$ cat src/rtl/intr_agg_pkg.sv
// Package: register addresses and sizing helpers shared by the aggregator.
// Assumes a 4-bit register address and exactly four source groups.
package intr_agg_pkg;
    localparam int ADDR_W = 4;
    localparam int NGRP   = 4;
    localparam int NBANK  = NGRP + 1;

    localparam logic [ADDR_W-1:0] A_DLT_BASE = 4'd0;
    localparam logic [ADDR_W-1:0] A_MSK_BASE = 4'd4;
    localparam logic [ADDR_W-1:0] A_APS_DLT  = 4'd8;
    localparam logic [ADDR_W-1:0] A_APS_MSK  = 4'd9;
    localparam logic [ADDR_W-1:0] A_CTRL     = 4'd10;
    localparam logic [ADDR_W-1:0] A_SUM      = 4'd11;

    function automatic int imax(input int a, input int b);
        return (a > b) ? a : b;
    endfunction
endpackage

$ cat src/rtl/intr_delta_bank.sv
// Delta bank: edge-captured sticky change bits with write-one-to-clear and
// a per-bit mask that resets to all ones. Assumes W <= data width at parent.
module intr_delta_bank #(
    parameter int W = 4
) (
    input  logic         clk,
    input  logic         rst_n,
    input  logic [W-1:0] stat_i,
    input  logic         clr_we_i,
    input  logic         msk_we_i,
    input  logic [W-1:0] wdata_i,
    output logic [W-1:0] delta_o,
    output logic [W-1:0] mask_o,
    output logic         hit_o
);
    logic [W-1:0] prev_q;
    logic [W-1:0] delta_q;
    logic [W-1:0] mask_q;
    logic [W-1:0] edge_v;
    logic [W-1:0] clr_v;

    assign edge_v = stat_i ^ prev_q;
    assign clr_v  = clr_we_i ? wdata_i : '0;

    // Previous status sample; tracks the input during reset so no false edge.
    always_ff @(posedge clk) begin
        prev_q <= stat_i;
    end

    // Sticky delta: clear by write-one, a simultaneous edge wins.
    always_ff @(posedge clk) begin
        if (!rst_n) delta_q <= '0;
        else        delta_q <= (delta_q & ~clr_v) | edge_v;
    end

    // Per-source mask, masked by default.
    always_ff @(posedge clk) begin
        if (!rst_n)        mask_q <= '1;
        else if (msk_we_i) mask_q <= wdata_i;
    end

    assign delta_o = delta_q;
    assign mask_o  = mask_q;
    assign hit_o   = |(delta_q & ~mask_q);
endmodule

$ cat src/rtl/intr_summary.sv
// Summary stage: forms the global summary from group hits and group masks,
// and registers both active-low interrupt pins. Masks gate pins only.
module intr_summary #(
    parameter int NG = 4
) (
    input  logic          clk,
    input  logic          rst_n,
    input  logic [NG-1:0] grp_hit_i,
    input  logic [NG-1:0] grp_mask_i,
    input  logic          sum_mask_i,
    input  logic          aps_hit_i,
    output logic          sum_int_o,
    output logic          int_n_o,
    output logic          aps_int_n_o
);
    logic int_n_q;
    logic aps_n_q;

    assign sum_int_o = |(grp_hit_i & ~grp_mask_i);

    // Registered pins, inactive high out of reset.
    always_ff @(posedge clk) begin
        if (!rst_n) begin
            int_n_q <= 1'b1;
            aps_n_q <= 1'b1;
        end else begin
            int_n_q <= !(sum_int_o && !sum_mask_i);
            aps_n_q <= !aps_hit_i;
        end
    end

    assign int_n_o     = int_n_q;
    assign aps_int_n_o = aps_n_q;
endmodule

$ cat src/rtl/intr_readmux.sv
// Read multiplexer: selects a zero-padded register word by address.
// Unmapped addresses return zero. Assumes the address map in the package.
module intr_readmux
    import intr_agg_pkg::*;
#(
    parameter int DW = 16
) (
    input  logic [ADDR_W-1:0] addr_i,
    input  logic [DW-1:0]     dlt_i [NBANK],
    input  logic [DW-1:0]     msk_i [NBANK],
    input  logic [DW-1:0]     ctrl_i,
    input  logic [DW-1:0]     sum_i,
    output logic [DW-1:0]     rdata_o
);
    // Address decode for reads.
    always_comb begin
        rdata_o = '0;
        case (addr_i)
            A_DLT_BASE, 4'd1, 4'd2, 4'd3: rdata_o = dlt_i[addr_i[1:0]];
            A_MSK_BASE, 4'd5, 4'd6, 4'd7: rdata_o = msk_i[addr_i[1:0]];
            A_APS_DLT:                    rdata_o = dlt_i[NGRP];
            A_APS_MSK:                    rdata_o = msk_i[NGRP];
            A_CTRL:                       rdata_o = ctrl_i;
            A_SUM:                        rdata_o = sum_i;
            default:                      rdata_o = '0;
        endcase
    end
endmodule

$ cat src/rtl/intr_aggregator.sv
// Top: four source groups plus a protection bank, each a delta bank, feeding
// a two-level summary and two active-low interrupt pins. Control word holds
// group masks [NGRP-1:0] and summary mask [NGRP]; all reset to one.
module intr_aggregator
    import intr_agg_pkg::*;
#(
    parameter int G0_W  = 9,
    parameter int G1_W  = 2,
    parameter int G2_W  = 6,
    parameter int G3_W  = 3,
    parameter int APS_W = 2,
    parameter int DW    = 16
) (
    input  logic              clk,
    input  logic              rst_n,
    input  logic [G0_W-1:0]   ovh_stat_i,
    input  logic [G1_W-1:0]   ptr_stat_i,
    input  logic [G2_W-1:0]   path_stat_i,
    input  logic [G3_W-1:0]   aux_stat_i,
    input  logic [APS_W-1:0]  aps_stat_i,
    input  logic              reg_wr_i,
    input  logic [ADDR_W-1:0] reg_addr_i,
    input  logic [DW-1:0]     reg_wdata_i,
    output logic [DW-1:0]     reg_rdata_o,
    output logic              int_n_o,
    output logic              aps_int_n_o
);
    localparam int BW   [NBANK] = '{G0_W, G1_W, G2_W, G3_W, APS_W};
    localparam int BOFF [NBANK] = '{0, G0_W, G0_W + G1_W, G0_W + G1_W + G2_W,
                                    G0_W + G1_W + G2_W + G3_W};
    localparam int TOT_W = G0_W + G1_W + G2_W + G3_W + APS_W;
    localparam int WMAX  = imax(imax(imax(G0_W, G1_W), imax(G2_W, G3_W)),
                                imax(APS_W, NGRP + 1));

    logic [TOT_W-1:0] stat_all;
    logic [TOT_W-1:0] delta_all;
    logic [NBANK-1:0] hit_v;
    logic [DW-1:0]    dlt_pad [NBANK];
    logic [DW-1:0]    msk_pad [NBANK];
    logic [NGRP:0]    ctrl_q;
    logic [APS_W-1:0] aps_mask;
    logic             aps_any;
    logic             sum_int;

    assign stat_all = {aps_stat_i, aux_stat_i, path_stat_i, ptr_stat_i, ovh_stat_i};

    // One delta bank per group, the last one for the protection sources.
    for (genvar b = 0; b < NBANK; b++) begin : g_bank
        localparam logic [ADDR_W-1:0] DA = (b < NGRP) ? ADDR_W'(int'(A_DLT_BASE) + b) : A_APS_DLT;
        localparam logic [ADDR_W-1:0] MA = (b < NGRP) ? ADDR_W'(int'(A_MSK_BASE) + b) : A_APS_MSK;
        logic [BW[b]-1:0] dlt;
        logic [BW[b]-1:0] msk;

        intr_delta_bank #(.W(BW[b])) u_bank (
            .clk      (clk),
            .rst_n    (rst_n),
            .stat_i   (stat_all[BOFF[b] +: BW[b]]),
            .clr_we_i (reg_wr_i && (reg_addr_i == DA)),
            .msk_we_i (reg_wr_i && (reg_addr_i == MA)),
            .wdata_i  (reg_wdata_i[BW[b]-1:0]),
            .delta_o  (dlt),
            .mask_o   (msk),
            .hit_o    (hit_v[b])
        );

        assign delta_all[BOFF[b] +: BW[b]] = dlt;
        assign dlt_pad[b] = DW'(dlt);
        assign msk_pad[b] = DW'(msk);
    end

    if (DW > WMAX) begin : g_pad
        logic unused_wdata;
        assign unused_wdata = ^reg_wdata_i[DW-1:WMAX];
    end

    assign aps_mask = g_bank[NGRP].msk;
    assign aps_any  = |delta_all[TOT_W-1 -: APS_W];

    // Control word: group masks and summary mask, masked out of reset.
    always_ff @(posedge clk) begin
        if (!rst_n)                                  ctrl_q <= '1;
        else if (reg_wr_i && (reg_addr_i == A_CTRL)) ctrl_q <= reg_wdata_i[NGRP:0];
    end

    intr_summary #(.NG(NGRP)) u_sum (
        .clk         (clk),
        .rst_n       (rst_n),
        .grp_hit_i   (hit_v[NGRP-1:0]),
        .grp_mask_i  (ctrl_q[NGRP-1:0]),
        .sum_mask_i  (ctrl_q[NGRP]),
        .aps_hit_i   (hit_v[NGRP]),
        .sum_int_o   (sum_int),
        .int_n_o     (int_n_o),
        .aps_int_n_o (aps_int_n_o)
    );

    intr_readmux #(.DW(DW)) u_rd (
        .addr_i  (reg_addr_i),
        .dlt_i   (dlt_pad),
        .msk_i   (msk_pad),
        .ctrl_i  (DW'(ctrl_q)),
        .sum_i   (DW'({aps_any, sum_int, hit_v[NGRP-1:0]})),
        .rdata_o (reg_rdata_o)
    );
endmodule

$ cat config.mk
export PLATFORM = sky130hd
export DESIGN_NAME = intr_aggregator
export DESIGN_NICKNAME = d
export VERILOG_FILES = /design/src/rtl/intr_agg_pkg.sv /design/src/rtl/intr_delta_bank.sv /design/src/rtl/intr_summary.sv /design/src/rtl/intr_readmux.sv /design/src/rtl/intr_aggregator.sv
export SDC_FILE = /design/constraint.sdc
export NUM_CORES = 1
export LEC_CHECK = 0
export BUFFER_PORTS_ARGS = -buffer_cell sky130_fd_sc_hd__buf_4
export CAP_MARGIN = 20
export CORE_ASPECT_RATIO = 1.75
export CORE_MARGIN = 2
export CORE_UTILIZATION = 37
export CTS_CLUSTER_DIAMETER = 150
export DETAILED_ROUTE_END_ITERATION = 8
export GPL_TIMING_DRIVEN = 0
export HOLD_SLACK_MARGIN = 0.08
export PLACE_DENSITY = 0.63
export SLEW_MARGIN = 20
export SYNTH_ARGS = -nofsm -noshare
export SYNTH_HDL_FRONTEND = slang
export SYNTH_SLANG_ARGS = --single-unit
$ cat constraint.sdc
create_clock -name clk -period 4.35 [get_ports clk]
set_input_delay 0.6525 -clock clk [delete_from_list [all_inputs] [get_ports clk]]
set_output_delay 0.6525 -clock clk [all_outputs]
set_load 0.01 [all_outputs]
**Word-level counts from Yosys, hierarchy flattened**

Index checks and enable logic that the tools add are counted.

- Muxes and demuxes: 12
- Reductions and logical operators: 25
- $lt $le $gt $ge: 1
- Equality and inequality tests: 11
- Bitwise logic cells: 33

Operator list:

| kind | count |
|---|---|
| 16-bit binary-select mux with 3-bit select | 2 |
| 16-bit case mux with 6 select lines | 1 |
| 16-bit 2-to-1 mux | 4 |
| 9-bit AND | 2 |
| 9-bit NOT | 2 |
| 4-bit by 3-bit equality test with 1-bit output (second input constant) | 4 |
| 4-bit equality test (second input constant) | 4 |
| 6-bit AND | 2 |
| 1-bit logical AND | 12 |
| 6-bit NOT | 2 |
| 4-bit OR reduction | 3 |
| 9-bit 2-to-1 mux | 1 |
| 9-bit OR | 1 |
| 9-bit OR reduction | 1 |
| 9-bit XOR | 1 |
| 2-bit AND | 4 |
| 4-bit by 2-bit equality test with 1-bit output (second input constant) | 2 |
| 2-bit NOT | 4 |
| 3-bit AND | 2 |
| 6-bit 2-to-1 mux | 1 |
| 3-bit NOT | 2 |
| 6-bit OR | 1 |
| 2-bit OR reduction | 3 |
| 6-bit OR reduction | 1 |
| other kinds (15) | 20 |

- Logic and storage cells: 100
- Register bits: 73
- Input port bits: 45
- Output and inout port bits: 18

**Longest topological paths before layout**

Gate-level depths: netlist (run 1).

- Word-level depth: 7
- Mapped depth: 8
- Depth with buffers taken out: 5

**Hierarchy**

From an unflattened synthesis (run 1), not the netlist that was laid out.

- Cells, all modules: 449
- Area, all modules: 4371.7 um^2

Modules (own cells, without submodules):

| module | cells each | times used | area each (um^2) | seq. area each (um^2) |
|---|---|---|---|---|
| intr_readmux | 169 | 1 | 1622.8 | 0.0 |
| intr_delta_bank (g_bank[0].u_bank) | 98 | 1 | 969.7 | 540.5 |
| intr_delta_bank (g_bank[2].u_bank) | 66 | 1 | 643.1 | 360.3 |
| intr_delta_bank (g_bank[1].u_bank ...) | 19 | 2 | 212.7 | 120.1 |
| intr_delta_bank (g_bank[3].u_bank) | 28 | 1 | 315.3 | 180.2 |
| intr_aggregator | 40 | 1 | 304.0 | 100.1 |
| intr_summary | 10 | 1 | 91.3 | 40.0 |

**Worst setup path before layout (run 1)**

OpenSTA, ideal clock, no wires.

- Path kind: in2out
- From: input reg_addr_i[1]
- To: output reg_rdata_o[5]
- Buffers on the path: 2
- Setup slack: 2041 ps
- Arrival time: 1657 ps
- Stages on the path: 5
- Cell sequence: buf_2 buf_6 or3_1 o32a_1 o21ai_1

- Longest elaborated chain between the ends: 5

RTL lines:

| what | RTL line | RTL |
|---|---|---|
| start: declaration | intr_aggregator.sv:22 | `input logic [ADDR_W-1:0] reg_addr_i,` |
| 2-bit NOT with 3-bit output (implied by the code) | intr_readmux.sv:19, intr_readmux.sv:20 |  |
| 16-bit binary-select mux with 3-bit select (on tied branches) | intr_readmux.sv:20, intr_readmux.sv:19 |  |
| 16-bit 2-to-1 mux (on tied branches) (2 in series) | intr_readmux.sv:20, intr_readmux.sv:19 |  |
| 16-bit case mux with 6 select lines * | intr_readmux.sv:18 | `case (addr_i)` |
| end: declaration | intr_aggregator.sv:24 | `output logic [DW-1:0] reg_rdata_o,` |

Every way passes the cells marked *; elsewhere a longest branch is shown, timed or not. The select of a mux whose other input is x is not followed.

**Final worst setup path (run 1)**

- From: register g_bank[3].u_bank.mask_q[1]
- To: output reg_rdata_o[4]

- Longest elaborated chain between the ends: 6

RTL lines:

| what | RTL line | RTL |
|---|---|---|
| start: declaration | intr_delta_bank.sv:18 | `logic [W-1:0] mask_q;` |
| start signal: assignment | intr_delta_bank.sv:39 | `else if (msk_we_i) mask_q <= wdata_i;` |
| 3-bit NOT | intr_delta_bank.sv:44 | `assign hit_o = \|(delta_q & ~mask_q);` |
| 3-bit AND | intr_delta_bank.sv:44 |  |
| 3-bit OR reduction | intr_delta_bank.sv:44 |  |
| 4-bit AND | intr_summary.sv:19 | `assign sum_int_o = \|(grp_hit_i & ~grp_mask_i);` |
| 4-bit OR reduction | intr_summary.sv:19 |  |
| 16-bit case mux with 6 select lines | intr_readmux.sv:18 |  |

Every way passes these cells.

==> run_results.csv, run 1 <==
group,metric,value,unit
timing,period_needed,2.73,ns
cts,clockBufferDepth,2,
die,ios,63,
power,ir_worst_vdd,0.000235,V
power,p_int,1.25,mW
final_layout,nNetsFinal,449,
final_layout,fill_cells,826,
die,core,8560,sq um
setup_path,cp.arrival,2.08,ns
setup_path,reg2reg_slack,2.86,ns
logic_synthesis,yosys.area.top_type,"dfxtp_1",
setup_path,r2r_cells,5,
final_layout,syn2layout_area_growth,24.6,%
timing,slew_violations,0,
setup_path,crit_family,"compound AO/OA/AOI/OAI gates",
drt,dr_total_vias,2655,
drt,drt_iter0_drc,217,
logic_synthesis,synth_top_family_by_area,"compound AO/OA/AOI/OAI gates",
timing,timing_hold_violations_final,0,
timing,rsz0062_at_grt,"no",
logic_synthesis,syn_inst,343,
run,maxCapViolations,0,
setup_path,r2r_end,"u_sum.int_n_o",
logic_synthesis,yosysMostFrequentCell,"dfxtp_1",
setup_path,r2r-start,"g_bank[3].u_bank.mask_o[1]",
logic_synthesis,yosysSeqAreaShare,0.452,
cts,clock-root-buffer,"clkbuf_16",
die,initial_core_util,0.377,
setup_path,cp_slowest_cell,"a222oi_1",
drt,dr.pass1.iters,4,
min_path,holdCritPathClass,"in -> reg",
timing,tightest_slew,0.654,ns
setup_path,end_kind,"output pin",
setup_path,startpoint,"g_bank[3].u_bank.mask_o[1]",
min_path,hold_start,"aps_stat_i[0]",
final_layout,final_layout_size_suffix_gt1_frac,0.222,
power,seqPwrFrac,0.443,
setup_path,path_buf_inv,2,
cts,cts_tree,"yes",
setup_path,cp_num_cells,6,
power,p_per_area,408,nW/um^2
logic_synthesis,synth_area_leaders,"dfxtp_1 (45%), xor2_1 (6.0%), o21a_1 (5.3%), mux2i_1 (5.3%), nand2_1 (4.5%)",
drt,drcViolationCount,0,
logic_synthesis,yosysTopAreaCellShare,0.452,
timing,tns,0,ns
placed_design,placed_area,3730,sq um
final_layout,postLayoutCoreUtil,0.470,
logic_synthesis,synth-main-ff-cell,"dfxtp_1",
timing,fin_worst_skew,0.00696,ns
placed_design,hpwlAfterDp,6.26,mm
setup_path,path_cells,"inv_1 -> a222oi_1 -> o22a_1 -> o221ai_2 -> a41o_1 -> buf_4",
grt,grt_max_degree,12,
setup_path,slowest_delay,0.56,ns
drt,post_drt_wl_per_cell,15.5,um
power,clockPowerShare,0.438,
die,die_width,74.6,um
setup_path,critPathLaunchType,"flop",
logic_synthesis,synth_fa_ha_area_frac,0,
cts,clk_pin_slew,0.06,ns
grt,grt_usage,0.188,
setup_path,worstPathRequired,3.70,ns
die,die_y,128,um
logic_synthesis,synth.cells.most_frequent,"dfxtp_1 (73), nand2_1 (39), o21a_1 (23)",
cts,cts.sinks,73,
timing,min_period_over_period,0.628,
logic_synthesis,yosys.area_share.simple,0.127,
logic_synthesis,synth-seq-cells,73,
logic_synthesis,avgSynthCellArea,9.42,sq um
placed_design,place_congestion,0.873,
timing,max_freq,366,MHz
final_layout,diodes,0,
timing,setup_ws,1.62,ns
drt,detail-route-antenna-nets,0,
cts,cts_htree_levels,3,
grt,grt_overflow_total,0,
placed_design,dp_slack,1.75,ns
drt,viasPerCell,5.05,
grt,grt_pass1_vias,2637,
grt,antenna_found_initial,0,
drt,routed_wl,8.15,mm
power,leakagePower,1.75,nW
cts,cts_hold_buf,0,
setup_path,critPathMaxFanout,2,
setup_path,worstSetupPathType,"reg -> out",
cts,ctsResizeCount,0,
logic_synthesis,synth_compound_area_frac,0.195,
power,combPwrFrac,0.119,
logic_synthesis,syn_area,3230,sq um
setup_path,cp-endpoint,"reg_rdata_o[4]",
cts,post_cts_buffers,0,
timing,setup_viol,0,
cts,clock_latency,0.34,ns
timing,relSlewSlack,0.564,
logic_synthesis,yosys.cell_types.count,43,
cts,cts-buffers-inserted,9,
outcome,status,"completed",
logic_synthesis,yosys_warnings,0,
power,p_total,1.64,mW
logic_synthesis,synth-xor-area-share,0.0596,
die,dieArea,9520,sq um
power,switching_power,394,uW
power,switching_share,0.240,
die,rows,45,
grt,grt_pass1_wl,13.1,mm
final_layout,stdcell_area,4020,sq um
placed_design,portBuffers,44,
logic_synthesis,async_flop_share,0,
logic_synthesis,synth_edf_count,0,
logic_synthesis,synth_mux_area_frac,0.0887,
registers in the layout, indices dropped and copies added (netlist names):
signal / flops
g_bank.u_bank.prev_q: 22
u_sum.int_n_o: 1
u_sum.aps_int_n_o: 1
g_bank.u_bank.delta_o: 22
g_bank.u_bank.mask_o: 22
ctrl_q: 5
routing by layer:
| layer | vias to the layer above | share of wire | track usage |
|---|---|---|---|
| met2 | 90 | 0.54 | 0.322 |
| li1 | 1293 | - | - |
| met5 | - | 0 | 0 |
| met4 | 0 | 0.039 | 0.108 |
| met3 | 19 | 0.058 | 0.0418 |
| met1 | 1253 | 0.36 | 0.206 |
logic make-up (layout without fill, tap and decap cells):
| family | Yosys count | after routing |
|---|---|---|
| compound gates | 90 | 90 |
| xor+xnor | 22 | 22 |
| buf+inv | 51 | 111 |
| flops | 73 | 73 |
| mux | 22 | 22 |
| other cells | 1 | 7 |
| simple gates | 84 | 84 |
power groups by stage:
stage / Clock [mW] / Combinational, mW / Sequential (mW)
floorplan: 0 / 0.124 / 0.734
global placement: 0 / 0.193 / 0.740
detailed placement: 0 / 0.196 / 0.741
CTS: 0.733 / 0.196 / 0.727
global route: 0.761 / 0.214 / 0.730
finish: 0.719 / 0.195 / 0.727
worst reg2reg max path, delay by kind of cell, from the launching register on:
kind	cells	cell delay, ns
DFF	1	0.36
and+or+nand+nor	1	0.11
buffers and inverters	1	0.07
AOI/OAI and AO/OA	3	0.90
worst min path at each step:
stage                            endpoint  slack [ns]  depth (start not counted)
3_3_place_gp                    ctrl_q[4]        0.47                          2
5_1_grt        g_bank[2].u_bank.prev_q[4]        0.42                          1
3_5_place_dp   g_bank[0].u_bank.mask_o[8]        0.48                          2
4_1_cts        g_bank[2].u_bank.prev_q[4]        0.42                          1
6_report       g_bank[4].u_bank.prev_q[0]        0.43                          1
2_1_floorplan               u_sum.int_n_o        0.44                          1
per-stage QoR:
step           std cells  hold slack [ns]
2_1_floorplan        349            0.437
5_1_grt              526            0.418
3_3_place_gp         510            0.472
4_1_cts              526            0.419
3_5_place_dp         510            0.484
6_report             526            0.428
final cells by class:
type                       instances  area (sq um)  share of cell area
buffer                            27           158              0.0392
clock buffer                      14           284              0.0706
clock inverter                     2          10.0             0.00249
inverter                          24          90.1              0.0224
multi-input combinational        225          1540               0.384
sequential                        73          1460               0.363
tap                              117           146              0.0364
timing repair buffer              44           330              0.0821
layout by cell type, fill, tap and decap left out, types with 2 or more instances in the layout:
cell type,synthesis,layout
clkbuf_16,0,9
o22ai_1,9,9
inv_1,21,21
nand3_1,13,13
or3_1,2,2
o21ai_1,8,8
a222oi_1,2,2
nor3_2,2,2
a21oi_1,17,17
o22a_1,2,2
xor2_1,22,22
conb_1,1,7
mux4_2,4,4
buf_4,11,55
o21a_1,23,23
nor2_1,19,19
nand2_1,39,39
o211ai_1,10,10
nand2b_1,2,2
dfxtp_1,73,73
inv_2,2,2
a21boi_1,10,10
mux2i_1,17,17
clkbuf_1,9,10
clkbuf_8,0,4
clkinv_2,0,2
buf_2,6,6
Power figures use the tool's default switching activity.
==> run 2: changes to the inputs <==
- PLACE_DENSITY: 0.63 -> 0.65
- clock period: 4.35 -> 2.5 ns (I/O delays scaled with it)
==> run 2 against run 1 <==
Sequential share of layout area fell by 0.37 points. Worst hold slack got worse by 0.28 ns. Clock power rose by 91%. Setup slack got worse by 1.5 ns. Total power rose by 82%. Wire length rose by 2.7%. Critical path type unchanged. Highest routed layer unchanged.
==> run_results.csv, run 2 (synthesized netlist as in run 1, its figures left out) <==
group,metric,value,unit
power,leakagePower,1.77,nW
cts,cts-buffers-inserted,9,
drt,post_drt_wl_per_cell,15.8,um
drt,met3_length,403,um
die,rows,45,
grt,grt_overflow_total,0,
power,p_per_area,733,nW/um^2
drt,viasPerCell,5.01,
setup_path,slowest_delay,0.36,ns
setup_path,cp.arrival,2.00,ns
drt,maxUsedRoutingLayer,"met4",
drt,dr_total_vias,2646,
timing,max_freq,421,MHz
cts,clockBufferDepth,2,
setup_path,path_cells,"inv_1 -> a222oi_1 -> nor4b_4 -> o221ai_2 -> a41o_1 -> buf_4",
setup_path,r2r_cells,5,
cts,clock_latency,0.34,ns
cts,clock-root-buffer,"clkbuf_16",
grt,grt_usage,0.192,
cts,cts.sinks,73,
final_layout,final_cell_mix,"dfxtp_1 (73), buf_4 (57), nand2_1 (39), o21a_1 (23), xor2_1 (22)",
timing,tns,0,ns
cts,cts_htree_levels,3,
drt,drcViolationCount,0,
timing,slew_violations,0,
cts,cts_tree,"yes",
die,core,8560,sq um
outcome,status,"completed",
min_path,hold_path_depth,1,
grt,antenna_found_initial,0,
timing,period_needed,2.38,ns
die,dieArea,9520,sq um
run,maxCapViolations,0,
placed_design,place_congestion,0.883,
die,die_y,128,um
drt,wl_met2,4.51,mm
cts,clk_pin_slew,0.06,ns
grt,grt_pass1_wl,13.4,mm
setup_path,worstSetupPathType,"reg -> out",
timing,timing_hold_violations_final,0,
drt,dr.pass1.iters,5,
die,initial_core_util,0.377,
placed_design,portBuffers,44,
setup_path,critPathMaxFanout,2,
timing,setup_viol,0,
final_layout,final_common_cell,"dfxtp_1",
grt,grt_pass1_vias,2619,
cts,ctsResizeCount,0,
final_layout,postLayoutCoreUtil,0.475,
final_layout,stdcell_count,528,
timing,tightest_slew,0.739,ns
min_path,holdCritPathClass,"in -> reg",
power,ir_worst_vdd,0.000426,V
placed_design,hpwlAfterDp,6.28,mm
placed_design,placed_area,3730,sq um
placed_design,dp.cells,510,
die,ios,63,
drt,routed_wl,8.37,mm
setup_path,critPathLaunchType,"flop",
final_layout,fill_cells,874,
drt,drt_iter0_drc,195,
final_layout,diodes,0,
setup_path,end_kind,"output pin",
timing,min_period_over_period,0.951,
timing,fin_worst_skew,0.00683,ns
drt,wl_met1,3.16,mm
grt,grt_max_degree,14,
die,die_width,74.6,um
timing,rsz0062_at_grt,"no",
final_layout,syn2layout_area_growth,25.8,%
final_layout,nNetsFinal,451,
drt,detail-route-antenna-nets,0,
timing,relSlewSlack,0.507,
final_layout,final_layout_size_suffix_gt1_frac,0.229,
final_layout,stdcell_area,4070,sq um
setup_path,cp_slowest_cell,"a222oi_1",
setup_path,worstPathRequired,2.12,ns
[run 2: final cells by class]
type / instances / area, sq um / area share
Buffer: 27 / 158 / 0.0388
Clock inverter: 7 / 95.1 / 0.0234
Inverter: 24 / 90.1 / 0.0222
Clock buffer: 9 / 225 / 0.0554
Sequential cell: 73 / 1460 / 0.359
Timing Repair Buffer: 46 / 345 / 0.0849
Tap cell: 117 / 146 / 0.0360
Multi-Input combinational cell: 225 / 1540 / 0.380
[run 2: per-stage QoR]
| stage | hold slack (ns) | setup slack [ns] | power [mW] |
|---|---|---|---|
| 2_1_floorplan | 0.403 | 0.746 | 1.49 |
| 5_1_grt | 0.140 | 0.0171 | 3.09 |
| 3_5_place_dp | 0.468 | 0.409 | 1.63 |
| 3_3_place_gp | 0.473 | 0.419 | 1.63 |
| 4_1_cts | 0.136 | 0.0331 | 3.01 |
| 6_report | 0.145 | 0.122 | 2.98 |
[run 2: final timing paths]
| check | from | to | slack, ns |
|---|---|---|---|
| max | g_bank[0].u_bank.mask_o[0] | reg_rdata_o[4] | 0.12 |
| min | ovh_stat_i[2] | g_bank[0].u_bank.prev_q[2] | 0.14 |
| max reg2reg | g_bank[0].u_bank.mask_o[0] | u_sum.int_n_o | 1.10 |
| min reg2reg | ctrl_q[4] | u_sum.int_n_o | 0.48 |
[run 2: what timing repair did]
item	4_1_cts	5_1_grt
hold buffers	0	0
setup buffers	0	2
setup endpoints to repair	0	1
[run 2: metal layers]
metal,GRT usage,up-vias
li1,-,1299
met2,0.339,77
met5,0,-
met3,0.0528,19
met1,0.203,1251
met4,0.0935,0
[run 2: worst max-delay path, delay by kind of cell, from the launching register on]
family	cells	cell delay, ns
buffers and inverters	2	0.21
AND/OR/NAND/NOR	1	0.32
AO/OA/AOI/OAI	3	0.80
flip-flops	1	0.33
[run 2: power by group]
group / leakage (nW) / internal, mW / switching [mW]
registers: 0.606 / 1.23 / 0.0379
clock network: 0.155 / 0.872 / 0.500
logic: 1.01 / 0.168 / 0.177
total: 1.77 / 2.27 / 0.715
==> run 3: changes to the inputs <==
--- a/config.mk
+++ b/config.mk
@@ -9,2 +9,4 @@
 export CAP_MARGIN = 20
+export CELL_PAD_IN_SITES_DETAIL_PLACEMENT = 0
+export CELL_PAD_IN_SITES_GLOBAL_PLACEMENT = 1
 export CORE_ASPECT_RATIO = 1.75
@@ -16,3 +18,3 @@
 export HOLD_SLACK_MARGIN = 0.08
-export PLACE_DENSITY = 0.65
+export PLACE_DENSITY = 0.8
 export SLEW_MARGIN = 20
--- a/constraint.sdc
+++ b/constraint.sdc
@@ -3,2 +3,2 @@
 set_output_delay 0.375 -clock clk [all_outputs]
-set_load 0.01 [all_outputs]
+set_load 0.05 [all_outputs]
==> run 3 against run 2 <==
First-iteration DRC count is 38% higher. Global-route usage fell by 0.097 points. Clock power fell by 15%. Total power down 5.2%. Sequential share of layout area increased by 0.44 points. Highest routed layer unchanged. Critical path depth unchanged. Critical endpoint unchanged. Critical path type unchanged. Clock-buffer cell count rose by 5. Non-clock buffer count is 1 higher. Wire length is 0.27% lower.
==> run_results.csv, run 3 (synthesized netlist as in run 1, its figures left out) <==
group,metric,value,unit
outcome,status,"completed",
timing,min_period_over_period,0.967,
final_layout,final_cell_mix,"dfxtp_1 (73), buf_4 (58), nand2_1 (39), o21a_1 (23), xor2_1 (22)",
power,p_total,2.83,mW
setup_path,r2r_cells,6,
power,clockPowerShare,0.411,
setup_path,r2r-start,"g_bank[0].u_bank.mask_o[0]",
run,maxCapViolations,0,
cts,cts_htree_levels,3,
min_path,holdCritPathClass,"in -> reg",
cts,clock_latency,0.33,ns
die,die_width,74.6,um
drt,dr.pass1.iters,4,
die,ios,63,
timing,setup_ws,0.0820,ns
drt,routed_wl,8.34,mm
min_path,hold_start,"aps_stat_i[1]",
grt,grt_usage,0.191,
drt,drcViolationCount,0,
power,ir_worst_vdd,0.000352,V
placed_design,place_congestion,0.864,
final_layout,final_layout_size_suffix_gt1_frac,0.220,
drt,drt_iter0_drc,269,
placed_design,hpwlAfterDp,6.25,mm
final_layout,syn2layout_area_growth,24.3,%
setup_path,worstSetupPathType,"reg -> out",
cts,cts-buffers-inserted,9,
grt,antenna_found_initial,0,
placed_design,placed_area,3730,sq um
power,seqPwrFrac,0.447,
power,p_int,2.11,mW
final_layout,final_common_cell,"dfxtp_1",
setup_path,critPathLaunchType,"flop",
min_path,worstHoldEndpoint,"g_bank[4].u_bank.prev_q[1]",
die,rows,45,
die,die_y,128,um
timing,relSlewSlack,0.512,
final_layout,diodes,0,
timing,hold_ws,0.153,ns
drt,viasPerCell,4.98,
drt,post_drt_wl_per_cell,15.8,um
final_layout,stdcell_area,4020,sq um
setup_path,cp.arrival,2.04,ns
drt,detail-route-antenna-nets,0,
min_path,hold_path_depth,1,
cts,post_cts_buffers,0,
cts,cts_tree,"yes",
cts,clk_pin_slew,0.06,ns
power,combPwrFrac,0.141,
timing,period_needed,2.42,ns
timing,timing_hold_violations_final,0,
power,leakagePower,1.75,nW
timing,max_freq,414,MHz
placed_design,portBuffers,44,
power,switching_power,715,uW
setup_path,worstPathRequired,2.12,ns
setup_path,critPathMaxFanout,2,
setup_path,end_kind,"output pin",
final_layout,nNetsFinal,452,
setup_path,r2r_end,"u_sum.int_n_o",
timing,tns,0,ns
timing,slew_violations,0,
grt,grt_pass1_wl,13.4,mm
power,switching_share,0.253,
drt,dr_total_vias,2626,
die,initial_core_util,0.377,
timing,fin_worst_skew,0.00490,ns
grt,grt_max_degree,11,
die,dieArea,9520,sq um
placed_design,dp_slack,0.379,ns
setup_path,reg2reg_slack,0.97,ns
timing,tightest_slew,0.732,ns
die,core,8560,sq um
grt,grt_pass1_vias,2598,
cts,cts.sinks,73,
cts,ctsResizeCount,0,
cts,clockBufferDepth,2,
cts,clock-root-buffer,"clkbuf_16",
grt,grt_overflow_total,0,
cts,cts_hold_buf,0,
timing,setup_viol,0,
power,p_per_area,704,nW/um^2
[run 3: changes by cell type in the layout (fill, tap and decap cells not counted)]
cell | before | now
buf_4 | 57 | 58
bufinv_16 | 2 | 0
clkbuf_1 | 9 | 12
clkbuf_8 | 0 | 2
clkinv_2 | 2 | 0
clkinv_4 | 2 | 0
clkinvlp_4 | 1 | 0
[run 3: cell type report]
| cell class | count | area (sq um) |
|---|---|---|
| multi-input cells | 225 | 1540 |
| plain buffers | 27 | 158 |
| flip-flops and latches | 73 | 1460 |
| repair buffers | 47 | 353 |
| fillers | 878 | 4540 |
| clock buffers | 14 | 264 |
| well taps | 117 | 146 |
| inverters | 24 | 90.1 |
[run 3: power by group through the flow]
stage	clock network, mW	registers, mW	logic (mW)
CTS	1.19	1.26	0.399
detailed placement	0	1.29	0.398
floorplan	0	1.28	0.269
global route	1.24	1.27	0.433
global placement	0	1.29	0.393
finish	1.16	1.26	0.399
[run 3: worst max-delay path, stage by stage (launching register included)]
cell,delay (ns)
dfxtp_1,0.32
inv_1,0.06
a222oi_1,0.37
nor4b_4,0.33
o221ai_2,0.15
a41o_1,0.27
buf_4,0.19
[run 3: worst max path at each step]
stage	start	to	slack [ns]	cells after the start
after floorplan	reg_addr_i[1]	reg_rdata_o[1]	0.26	7
after global placement	reg_addr_i[0]	reg_rdata_o[5]	0.37	6
after detailed placement	reg_addr_i[1]	reg_rdata_o[0]	0.38	7
after CTS	g_bank[0].u_bank.mask_o[0]	reg_rdata_o[4]	0.02	6
after global routing	g_bank[0].u_bank.mask_o[0]	reg_rdata_o[4]	-0.02	6
final	g_bank[0].u_bank.mask_o[0]	reg_rdata_o[4]	0.08	6
[run 3: per-layer routing]
metal  GRT usage  part of all wire  vias to the layer above
li1            -                 -                     1300
met1       0.208              0.38                     1226
met2       0.334              0.54                       79
met3      0.0457             0.047                       21
met4      0.0966             0.032                        0
met5           0                 0                        -
[run 3: per-stage QoR]
| stage | util | cells |
|---|---|---|
| global placement | 0.436 | 510 |
| global route | 0.469 | 527 |
| CTS | 0.467 | 524 |
| floorplan | - | 349 |
| detailed placement | 0.436 | 510 |
| finish | 0.469 | 527 |
